$ cat src/rtl/sleep_seq_pkg.sv
package sleep_seq_pkg;

  typedef enum logic [2:0] {
    ST_AWAKE = 3'd0,
    ST_ENTER = 3'd1,
    ST_SLEEP = 3'd2,
    ST_EXIT  = 3'd3,
    ST_RECOV = 3'd4
  } slp_state_t;

  // A latency phase of cyc cycles that ends in a state change: the
  // change edge itself is one of the cycles, the arming edge another.
  function automatic int unsigned latency_load(input int unsigned cyc);
    return (cyc >= 2) ? cyc - 2 : 0;
  endfunction

  // A dwell phase of cyc cycles counted from the arming edge.
  function automatic int unsigned dwell_load(input int unsigned cyc);
    return (cyc >= 1) ? cyc - 1 : 0;
  endfunction

  function automatic int unsigned max3(input int unsigned a, b, c);
    int unsigned m;
    m = (a > b) ? a : b;
    return (m > c) ? m : c;
  endfunction

endpackage

$ cat src/rtl/sleep_seq_sync.sv
module sleep_seq_sync #(
  parameter int unsigned STAGES = 2
) (
  input  logic clk,
  input  logic rst_n,
  input  logic async_i,
  output logic sync_o
);
  logic [STAGES-1:0] chain_q;

  generate
    if (STAGES == 1) begin : g_one
      always_ff @(posedge clk or negedge rst_n) begin
        if (!rst_n) chain_q <= '0;
        else        chain_q <= async_i;
      end
    end else begin : g_many
      always_ff @(posedge clk or negedge rst_n) begin
        if (!rst_n) chain_q <= '0;
        else        chain_q <= {chain_q[STAGES-2:0], async_i};
      end
    end
  endgenerate

  assign sync_o = chain_q[STAGES-1];
endmodule

$ cat src/rtl/sleep_seq_fsm.sv
module sleep_seq_fsm
  import sleep_seq_pkg::*;
#(
  parameter int unsigned ENTRY_CYC = 2,
  parameter int unsigned EXIT_CYC  = 2,
  parameter int unsigned RECOV_CYC = 2
) (
  input  logic       clk,
  input  logic       rst_n,
  input  logic       req_i,
  output slp_state_t state_o,
  output logic       ev_entry_start_o,
  output logic       ev_entry_done_o,
  output logic       ev_exit_start_o,
  output logic       ev_exit_done_o,
  output logic       ev_recov_done_o
);
  localparam int unsigned MAXC  = max3(ENTRY_CYC, EXIT_CYC, RECOV_CYC);
  localparam int unsigned CNT_W = (MAXC < 2) ? 1 : $clog2(MAXC + 1);
  localparam logic [CNT_W-1:0] ENTRY_LD = CNT_W'(latency_load(ENTRY_CYC));
  localparam logic [CNT_W-1:0] EXIT_LD  = CNT_W'(latency_load(EXIT_CYC));
  localparam logic [CNT_W-1:0] RECOV_LD = CNT_W'(dwell_load(RECOV_CYC));

  slp_state_t       state_q;
  logic [CNT_W-1:0] cnt_q;
  logic             cnt_zero;

  assign cnt_zero = (cnt_q == '0);

  assign ev_entry_start_o = (state_q == ST_AWAKE) && req_i;
  assign ev_entry_done_o  = (state_q == ST_ENTER) && cnt_zero;
  assign ev_exit_start_o  = (state_q == ST_SLEEP) && !req_i;
  assign ev_exit_done_o   = (state_q == ST_EXIT)  && cnt_zero;
  assign ev_recov_done_o  = (state_q == ST_RECOV) && cnt_zero;

  always_ff @(posedge clk or negedge rst_n) begin
    if (!rst_n) begin
      state_q <= ST_AWAKE;
      cnt_q   <= '0;
    end else begin
      unique case (state_q)
        ST_AWAKE: if (req_i) begin
          state_q <= ST_ENTER;
          cnt_q   <= ENTRY_LD;
        end
        ST_ENTER: if (cnt_zero) state_q <= ST_SLEEP;
                  else          cnt_q   <= cnt_q - CNT_W'(1);
        ST_SLEEP: if (!req_i) begin
          state_q <= ST_EXIT;
          cnt_q   <= EXIT_LD;
        end
        ST_EXIT: if (cnt_zero) begin
          state_q <= ST_RECOV;
          cnt_q   <= RECOV_LD;
        end else cnt_q <= cnt_q - CNT_W'(1);
        ST_RECOV: if (cnt_zero) state_q <= ST_AWAKE;
                  else          cnt_q   <= cnt_q - CNT_W'(1);
        default:  state_q <= ST_AWAKE;
      endcase
    end
  end

  assign state_o = state_q;
endmodule

$ cat src/rtl/sleep_seq_gate.sv
module sleep_seq_gate #(
  parameter int unsigned N_CE = 3
) (
  input  logic            clk,
  input  logic            rst_n,
  input  logic            block_i,
  input  logic [N_CE-1:0] ce_i,
  input  logic            sa_i,
  input  logic            sb_i,
  output logic [N_CE-1:0] ce_o,
  output logic            sa_o,
  output logic            sb_o,
  output logic            activity_o,
  output logic            illegal_o
);
  logic illegal_q;

  generate
    for (genvar i = 0; i < N_CE; i++) begin : g_ce
      assign ce_o[i] = ce_i[i] & ~block_i;
    end
  endgenerate

  assign sa_o       = sa_i & ~block_i;
  assign sb_o       = sb_i & ~block_i;
  assign activity_o = (|ce_i) | sa_i | sb_i;

  always_ff @(posedge clk or negedge rst_n) begin
    if (!rst_n) illegal_q <= 1'b0;
    else        illegal_q <= block_i & activity_o;
  end

  assign illegal_o = illegal_q;
endmodule

$ cat src/rtl/sleep_seq.sv
module sleep_seq
  import sleep_seq_pkg::*;
#(
  parameter int unsigned SYNC_STAGES = 2,
  parameter int unsigned ENTRY_CYC   = 2,
  parameter int unsigned EXIT_CYC    = 2,
  parameter int unsigned RECOV_CYC   = 2,
  parameter int unsigned N_CE        = 3
) (
  input  logic            clk,
  input  logic            rst_n,
  input  logic            sleep_req_i,
  input  logic [N_CE-1:0] ce_act_i,
  input  logic            strobe_a_i,
  input  logic            strobe_b_i,
  output logic [N_CE-1:0] ce_fwd_o,
  output logic            strobe_a_fwd_o,
  output logic            strobe_b_fwd_o,
  output logic            asleep_o,
  output logic            block_o,
  output logic            illegal_o
);
  slp_state_t state;
  logic req_sync;
  logic ev_entry_start, ev_entry_done, ev_exit_start, ev_exit_done, ev_recov_done;
  logic activity;

  sleep_seq_sync #(.STAGES(SYNC_STAGES)) u_sync (
    .clk(clk), .rst_n(rst_n), .async_i(sleep_req_i), .sync_o(req_sync)
  );

  sleep_seq_fsm #(
    .ENTRY_CYC(ENTRY_CYC), .EXIT_CYC(EXIT_CYC), .RECOV_CYC(RECOV_CYC)
  ) u_fsm (
    .clk(clk), .rst_n(rst_n), .req_i(req_sync), .state_o(state),
    .ev_entry_start_o(ev_entry_start), .ev_entry_done_o(ev_entry_done),
    .ev_exit_start_o(ev_exit_start), .ev_exit_done_o(ev_exit_done),
    .ev_recov_done_o(ev_recov_done)
  );

  assign asleep_o = (state == ST_SLEEP) || (state == ST_EXIT);
  assign block_o  = (state != ST_AWAKE);

  sleep_seq_gate #(.N_CE(N_CE)) u_gate (
    .clk(clk), .rst_n(rst_n), .block_i(block_o),
    .ce_i(ce_act_i), .sa_i(strobe_a_i), .sb_i(strobe_b_i),
    .ce_o(ce_fwd_o), .sa_o(strobe_a_fwd_o), .sb_o(strobe_b_fwd_o),
    .activity_o(activity), .illegal_o(illegal_o)
  );
endmodule

$ cat config.mk
export PLATFORM = sky130hd
export DESIGN_NAME = sleep_seq
export DESIGN_NICKNAME = d
export VERILOG_FILES = /design/src/rtl/sleep_seq_pkg.sv /design/src/rtl/sleep_seq_sync.sv /design/src/rtl/sleep_seq_fsm.sv /design/src/rtl/sleep_seq_gate.sv /design/src/rtl/sleep_seq.sv
export SDC_FILE = /design/constraint.sdc
export NUM_CORES = 1
export LEC_CHECK = 0
export ABC_AREA = 1
export BUFFER_PORTS_ARGS = -buffer_cell sky130_fd_sc_hd__buf_4
export CAP_MARGIN = 20
export CORE_MARGIN = 2
export CORE_UTILIZATION = 26
export DETAILED_ROUTE_END_ITERATION = 6
export PLACE_DENSITY_LB_ADDON = 0.25
export SLEW_MARGIN = 20
export SYNTH_ARGS = -nofsm -noshare
export SYNTH_HDL_FRONTEND = slang
export SYNTH_SLANG_ARGS = --single-unit
$ cat constraint.sdc
create_clock -name clk -period 2.25 [get_ports clk]
set_input_delay 0.1125 -clock clk [delete_from_list [all_inputs] [get_ports clk]]
set_output_delay 0.1125 -clock clk [all_outputs]
set_load 0.05 [all_outputs]
# Word level (Yosys, flattened, before mapping)
# Index checks and enable logic that the tools add are counted.
[word_totals]
reg_bits = 8
inputBits = 8
out_inout_bits = 8
wordCells = 44
[op_classes]
n_addsub = 1
n_eq_ne = 10
mux = 11
n_bitwise = 9
n_reduce_logical = 9
[ops]
columns = ["op", "n"]
rows = [
  ["$mux 3", 5],
  ["$pmux 3 s5", 1],
  ["$mux 2", 4],
  ["$pmux 2 s4", 1],
  ["$and 1x1->1", 6],
  ["$eq 3x2->1 const B", 2],
  ["$ne 2x1->1 const B", 3],
  ["$ne 2x2->1 const B", 3],
  ["$reduce_and 5->1", 1],
  ["$reduce_and 4->1", 1],
  ["$reduce_bool 4->1", 1],
  ["$eq 3x1->1 const B", 1],
  ["$eq 3x3->1 const B", 1],
  ["$logic_not 3->1", 1],
  ["$reduce_bool 3->1", 1],
  ["$reduce_or 3->1", 1],
  ["$logic_not 2->1", 1],
  ["$or 1x1->1", 2],
  ["$reduce_or 2->1", 1],
  ["$sub 2x1->2 const B", 1],
  ["$logic_or 1x1->1", 1],
  ["$not 1->1", 1],
]

# Longest topological paths before layout
# Gate-level depths: netlist of run 1.
[logic_depth]
ltp_word = 4
mapped_depth = 8
depth_no_buf = 8

# Cells and area by module
# A second synthesis of run 1 with hierarchy kept.
[hier_totals]
hier_cells = 83
area_unflattened_um2 = 553.0
[by_module_without_submodules]
columns = ["mod", "instances", "cells_each", "area_each_um2", "seq_area_each_um2"]
rows = [
  ["sleep_seq_fsm", 1, 61, 405.4, 125.1],
  ["sleep_seq_gate", 1, 16, 82.6, 25.0],
  ["sleep_seq_sync", 1, 2, 50.0, 50.0],
  ["sleep_seq", 1, 4, 15.0, 0.0],
]

# Worst setup path after synthesis of run 1
# Ideal clock, no wire load.
[synth_path]
path_type = "reg2out"
startpoint = "reg u_fsm.state_q[2] (netlist: u_fsm.state_o[2])"
endpoint = "out ce_fwd_o[0]"
t_arrival_ns = 1.783
required_time_ns = 2.138
slack_ns = 0.355
path_stages_with_launch = 4
path_buffers = 0
path_cell_list = "dfrtp_1 -> nor2_2 -> nand2_1 -> nor2_1"
[synth_between]
elab_chain_cells = 3
[synth_lines]
columns = ["element", "line", "source"]
rows = [
  ["start: declaration", "sleep_seq_fsm.sv:24", "slp_state_t state_q;"],
  ["start signal: assignment", "sleep_seq_fsm.sv:38", "state_q <= ST_AWAKE;"],
  ["start signal: assignment", "sleep_seq_fsm.sv:43", "state_q <= ST_ENTER;"],
  ["start signal: assignment", "sleep_seq_fsm.sv:46", "ST_ENTER: if (cnt_zero) state_q <= ST_SLEEP;"],
  ["$reduce_bool 3->1", "sleep_seq.sv:42", "assign block_o = (state != ST_AWAKE);"],
  ["via block_o", "sleep_seq.sv:20", "output logic block_o,"],
  ["$not 1->1", "sleep_seq_gate.sv:20", "assign ce_o[i] = ce_i[i] & ~block_i;"],
  ["$and 1x1->1", "sleep_seq_gate.sv:20", ""],
  ["end: declaration", "sleep_seq.sv:16", "output logic [N_CE-1:0] ce_fwd_o,"],
]
# The timed path passes the listed nets, and every way through them passes these cells.

# Worst setup path in the final report of run 1
[layout_path]
startpoint = "reg u_fsm.state_q[2] (netlist: u_fsm.state_o[2])"
endpoint = "out ce_fwd_o[2]"
[layout_between]
elab_chain_cells = 3
[layout_lines]
columns = ["element", "line"]
rows = [
  ["$reduce_bool 3->1", "sleep_seq.sv:42"],
  ["$not 1->1", "sleep_seq_gate.sv:20"],
  ["$and 1x1->1", "sleep_seq_gate.sv:20"],
]
# Every way passes these cells.

==> impl_metrics.tcl, run 1 <==
set metrics [dict create \
    dp_hpwl_um 820 \
    core_um2 1760 \
    critical_path_arrival_ns 1.37 \
    highest_fanout_seen_on_the_critical_path 7 \
    finalHoldViolCount 0 \
    first_global_vias 400 \
    layout-drive-gt1-share 0.308 \
    placedInstanceArea_um2 641 \
    worst_ep_required_time_ns 2.14 \
    final-setup-viol-count 0 \
    dr_total_vias 468 \
    fin_setup_tns_ns 0 \
    grt_max_degree 9 \
    timing.reg2reg.worst_path_depth 4 \
    cts.sinks 8 \
    synthesis.area_um2 497 \
    timing_worst_slew_pin_value_ns 0.253 \
    synth_area_leader "dfrtp_1" \
    syn-num-nets 81 \
    fin_area_um2 683 \
    cp-start-kind "flip-flop" \
    design.portCount 16 \
    number_of_warnings_reported_in_the_yosys_synthesis_log 0 \
    floorplan.die.width_um 47.7 \
    timing.final.crit_share 0.660 \
    run_status "completed" \
    mostFrequentLayoutCell "nand2_1" \
    synth-simple-area-share 0.370 \
    max_freq_mhz 673 \
    combinational_family_with_the_most_area_after_synthesis "simple AND/OR/NAND/NOR gates" \
    globalplace.congestion 0.728 \
    floorplan.die_area_um2 2280 \
    total_track_usage 0.0980 \
    grt_first_pass_wirelength_um 1550 \
    average_instance_area_after_synthesis_um2 7.00 \
    clkLatencyLatePin_ns 0.25 \
    cts-root-to-sink-buffers 2 \
    initial_antenna_violation_count 0 \
    kind_of_path_behind_the_tightest_hold_check "in -> reg" \
    synth_compound_area_frac 0.0554 \
    final.setup_skew_ns 0.00124 \
    synth.area.top_cells "dfrtp_1 40%, nand2_1 15%, inv_1 11%" \
    detail_route.wirelength_um 961 \
    most-common-layout-cells "20 x nand2_1, 15 x buf_4, 14 x inv_1" \
    drv_cap 0 \
    cts.htree.levels 1 \
    detail_route.vias_per_cell 4.03 \
    inserted_clock_buffers 3 \
    post_synth_mux_area_share 0 \
    hold-path-cell-count 3 \
    critical-path-slowest-cell "dfrtp_1" \
    wl_per_cell_um 8.28 \
    worstPathCellList "nor2_2 > nand2_1 > nor2_1 > buf_4" \
    detail_route.first_pass.iterations 4 \
    finish.net_count 103 \
    crit_type "reg -> out" \
    yosysSeqAreaShare 0.403 \
    clkTransAtPathRegs_ns 0.05 \
    synth_top_area_share 0.403 \
    slew_viol_final 0 \
    fp-row-count 15 \
    fin_hold_ws_ns 0.114 \
    yosys.cell_types.count 14 \
    drt_first_iter_violations 7 \
    synth_xor_area_frac 0 \
    synthCells 71 \
    initial_utilization 0.282 \
    cts-root-buf "clkbuf_4" \
    cts_resized 0 \
    global_route.overflow_total 0 \
    i_o_buffers 15 \
    post_synth_fa_ha_maj_area_fraction 0.0504 \
    post-cts-setup-buffers 0 \
    timing.critical_path.to_type "output port" \
    cts_tree "built" \
    cpLargestDelayFamily "simple AND/OR/NAND/NOR gates" \
    n_antenna_cell 0 \
    grt_setup_unrepaired "no" \
    crit_path_max_incr_delay_ns 0.43 \
    cp_num_cells 4 \
    remaining_drc_errors 0 \
    final.min_clock_period_ns 1.49 \
    antenna_left 0 \
    cts_hold_buf 2 \
    ys_ff_latch 8 \
    worst_slew_margin_rel 0.830 \
    worst-path-buf-inv 1 \
    chipHeight_um 47.7 \
    layout-area-overhead-vs-synth_pct 37.5 \
]
## worst reg2reg max path: stages (launching register included)
cell	delay, ns
dfrtp_1	0.37
inv_1	0.08
ha_1	0.25
nand3b_1	0.22
o21ai_0	0.20
## cell usage after synthesis
| cell type | count |
|---|---|
| nand3b_1 | 1 |
| nand3_1 | 3 |
| nand2_2 | 5 |
| ha_1 | 2 |
| nor2_2 | 2 |
| nor2_1 | 7 |
| inv_1 | 14 |
| nand2_1 | 20 |
| nand4_1 | 1 |
| inv_2 | 2 |
| o21ai_0 | 4 |
| nand3_2 | 1 |
| dfrtp_1 | 8 |
| o31ai_1 | 1 |
## routing by layer
metal / wire length (um) / track usage / up-vias
li1: - / - / 254
met1: 461 / 0.125 / 206
met2: 465 / 0.155 / 6
met3: 19 / 0.0113 / 2
met4: 14 / 0.0649 / 0
met5: 0 / 0 / -
## kinds of logic after synthesis
kind of cell	count (synthesis)
compound gates	5
fa+ha+maj	2
buf+inv	16
flops	8
simple gates	40
## per-stage QoR
stage                     utilization  std cells  setup WS [ns]
after floorplan                     -         71          0.355
after global placement          0.363        111           1.04
after detailed placement        0.363        111           1.02
after CTS                       0.387        116          0.740
after global routing            0.387        116          0.641
final                           0.387        116          0.764
## area by class of cell
cell class / count / area (um2)
fillers: 197 / 1080
inverters: 16 / 60.1
multi-input cells: 47 / 236
repair buffers: 17 / 133
well taps: 25 / 31.3
flip-flops and latches: 8 / 200
clock buffers: 3 / 22.5
## final timing paths
check	slack, ns	to	start
setup / recovery	0.76	ce_fwd_o[2]	u_fsm.state_o[2]
hold / removal	0.11	u_gate.illegal_o	strobe_b_i
max in group asynchronous	1.92	u_gate.illegal_o	rst_n
hold reg to reg	0.35	u_sync.chain_q[1]	u_sync.chain_q[0]
setup reg to reg	1.04	u_fsm.state_o[0]	u_fsm.cnt_q[0]
min in group asynchronous	0.21	u_fsm.state_o[1]	rst_n
## state kept, by name, summed over array words and instances (netlist names)
signal,cells
u_gate.illegal_o,1
u_sync.chain_q,2
u_fsm.cnt_q,2
u_fsm.state_o,3
Power of run 1 is left out: the tool's default activity adds up to more than one toggle a clock period on the data nets, which glitch-free logic cannot reach.
==> run 2, diff against run 1 <==
Settings changed: ABC_AREA 1 to 0.
Clock period 2.25 ns to 1.46 ns, I/O delays scaled along.
==> run 2 against run 1 <==
Net effect:
- global-route usage increased by 2.4 points
- non-clock buffer count rose by 10
- setup slack lost 0.74 ns
- synthesized cell count is 30% lower
- area after synthesis decreased by 3.8%
==> impl_metrics.tcl, run 2 <==
set metrics [dict create \
    drv_cap 0 \
    slew_viol_final 0 \
    cts.htree.levels 1 \
    crit-reg2reg-launch "u_fsm.cnt_q[1]" \
    wl_per_cell_um 10.3 \
    global_route.overflow_total 0 \
    timing.rr.end "u_fsm.cnt_q[1]" \
    timing_worst_slew_pin_value_ns 0.216 \
    hp-start "strobe_b_i" \
    initial_utilization 0.277 \
    max_ffs_per_register 3 \
    internal_power_mw 1.05 \
    dr_total_vias 447 \
    layout.core_utilization 0.438 \
    dp_hpwl_um 801 \
    crit_type "reg -> reg" \
    design.portCount 16 \
    fp-row-count 15 \
    detail_route.vias_per_cell 4.38 \
    fin_setup_tns_ns 0 \
    max_freq_mhz 695 \
    net-switching-power_uw 900 \
    remaining_drc_errors 0 \
    timing.reg2reg.worst_path_depth 6 \
    final.setup_skew_ns 0.00688 \
    sw_frac_of_total 0.461 \
    finish.net_count 89 \
    cts.sinks 8 \
    grt_setup_unrepaired "yes" \
    seq_power_share 0.191 \
    kind_of_path_behind_the_tightest_hold_check "in -> reg" \
    post_synth_most_frequent_cells "8 x dfrtp_1, 6 x nor2_1, 5 x and2_1, 5 x inv_1, 3 x a21oi_1" \
    finalHoldViolCount 0 \
    yosysSeqAreaShare 0.419 \
    initial_antenna_violation_count 0 \
    n_antenna_cell 0 \
    ir_worst_vdd_mv 1.04 \
    yosys.cell_types.count 24 \
    chipHeight_um 46.9 \
    timing.final.crit_share 0.986 \
    clkPwrFrac 0.086 \
    final.min_clock_period_ns 1.44 \
    number_of_warnings_reported_in_the_yosys_synthesis_log 0 \
    reg2reg_setup_slack_ns 0.02 \
    layout-area-overhead-vs-synth_pct 58.1 \
    cts-root-buf "clkbuf_4" \
    core_um2 1730 \
    clkLatencyLatePin_ns 0.25 \
    comb_power_share 0.722 \
    hold-path-cell-count 3 \
    synth.most_common_cell "dfrtp_1" \
    first_global_vias 444 \
    synth_area_leader "dfrtp_1" \
    critical_path_arrival_ns 1.58 \
    worst_ep_required_time_ns 1.60 \
    antenna_left 0 \
    syn-num-nets 60 \
    floorplan.die.width_um 46.9 \
    cp-start-kind "flip-flop" \
    mostFrequentLayoutCell "buf_4" \
    cts-root-to-sink-buffers 2 \
    detail_route.first_pass.iterations 5 \
    detail_route.wirelength_um 1050 \
    highest_fanout_seen_on_the_critical_path 2 \
    synthesis.area_um2 478 \
    grt_first_pass_wirelength_um 1770 \
    placedInstanceArea_um2 649 \
    synthArstFlopShare 1.00 \
    layout-drive-gt1-share 0.506 \
    synth-edff-count 0 \
    cts_tree "built" \
    numPlacedInstances 93 \
    final_cells 102 \
    total_track_usage 0.122 \
    power.static_leakage_nw 0.364 \
    dominantRegCellSynth "dfrtp_1" \
    average_instance_area_after_synthesis_um2 9.56 \
    synth.area.top_cells "dfrtp_1 42%, and2_1 6.5%, ha_1 5.2%" \
    floorplan.die_area_um2 2200 \
    synthCells 50 \
    i_o_buffers 15 \
    hold_path_end "u_gate.illegal_o" \
    most-common-layout-cells "20 x buf_4, 6 x nor2_1, 6 x dfrtp_1" \
    clkTransAtPathRegs_ns 0.06 \
    final-setup-viol-count 0 \
    worst_slew_margin_rel 0.852 \
    grt_max_degree 9 \
    synth_top_area_share 0.419 \
    fin_hold_ws_ns 0.0821 \
    ys_ff_latch 8 \
    fin_area_um2 756 \
    drt_first_iter_violations 5 \
    inserted_clock_buffers 3 \
    run_status "completed" \
    power.density_nw_per_um2 2580 \
    globalplace.congestion 0.763 \
    timing.critical_path.to_type "flip-flop" \
]
[run 2: final cells by class]
type,instances,area (um2)
Fill cell,186,971
Timing Repair Buffer,27,230
Sequential cell,8,203
Tap cell,25,31.3
Inverter,5,18.8
Multi-Input combinational cell,34,250
Clock buffer,3,22.5
[run 2: kinds of logic (layout without fill, tap and decap cells)]
family                     after synthesis  after routing  share of synthesized area
buffers and inverters                    8             35                     0.0890
muxes                                    2              2                     0.0445
and+or+nand+nor                         17             17                      0.199
adders and majority gates                2              2                     0.0523
AOI/OAI and AO/OA                       10             10                      0.141
DFF                                      8              8                      0.419
xor gates and xnor gates                 3              3                     0.0550
[run 2: how the worst max path moves through the flow]
stage / start / endpoint
6_report: u_fsm.cnt_q[1] / u_fsm.cnt_q[1]
3_5_place_dp: u_fsm.cnt_q[1] / u_fsm.cnt_q[1]
5_1_grt: u_fsm.cnt_q[1] / u_fsm.cnt_q[1]
4_1_cts: u_fsm.state_o[1] / ce_fwd_o[0]
3_3_place_gp: u_fsm.cnt_q[1] / u_fsm.cnt_q[1]
2_1_floorplan: u_fsm.cnt_q[0] / u_fsm.cnt_q[1]
[run 2: through the flow]
stage	setup WS (ns)	power, mW
floorplan	0.0125	1.29
global placement	0.0371	1.60
detailed placement	0.0138	1.62
CTS	0.000307	1.90
global route	-0.0492	2.10
finish	0.0208	1.95
[run 2: repair_timing]
item / CTS / global route
hold buffers: 2 / 0
setup buffers: 2 / 2
resized for setup: 8 / 3
endpoints found under the hold margin: 9 / 0
pin swaps: 0 / 2
endpoints found under the setup margin: 6 / 6
[run 2: per-layer routing]
layer / wire, um / GRT usage / vias to the layer above
met5: 0 / 0 / -
met4: 0 / 0.0833 / 0
met3: 73 / 0.0462 / 0
met2: 513 / 0.192 / 17
met1: 458 / 0.136 / 207
li1: - / - / 223
[run 2: power by group through the flow]
| stage | clock (mW) | combinational, mW | sequential [mW] |
|---|---|---|---|
| after floorplan | 0 | 0.897 | 0.393 |
| after global placement | 0 | 1.19 | 0.415 |
| after detailed placement | 0 | 1.20 | 0.414 |
| after CTS | 0.183 | 1.34 | 0.380 |
| after global routing | 0.201 | 1.52 | 0.385 |
| final | 0.169 | 1.41 | 0.373 |
[run 2: worst max-delay path, stage by stage (launching register included)]
cell	delay, ns
dfrtp_1	0.35
inv_1	0.05
ha_1	0.28
inv_2	0.04
a22o_1	0.19
a22o_1	0.17
mux2_4	0.25
Note: power is estimated with default switching activity, not from simulation.
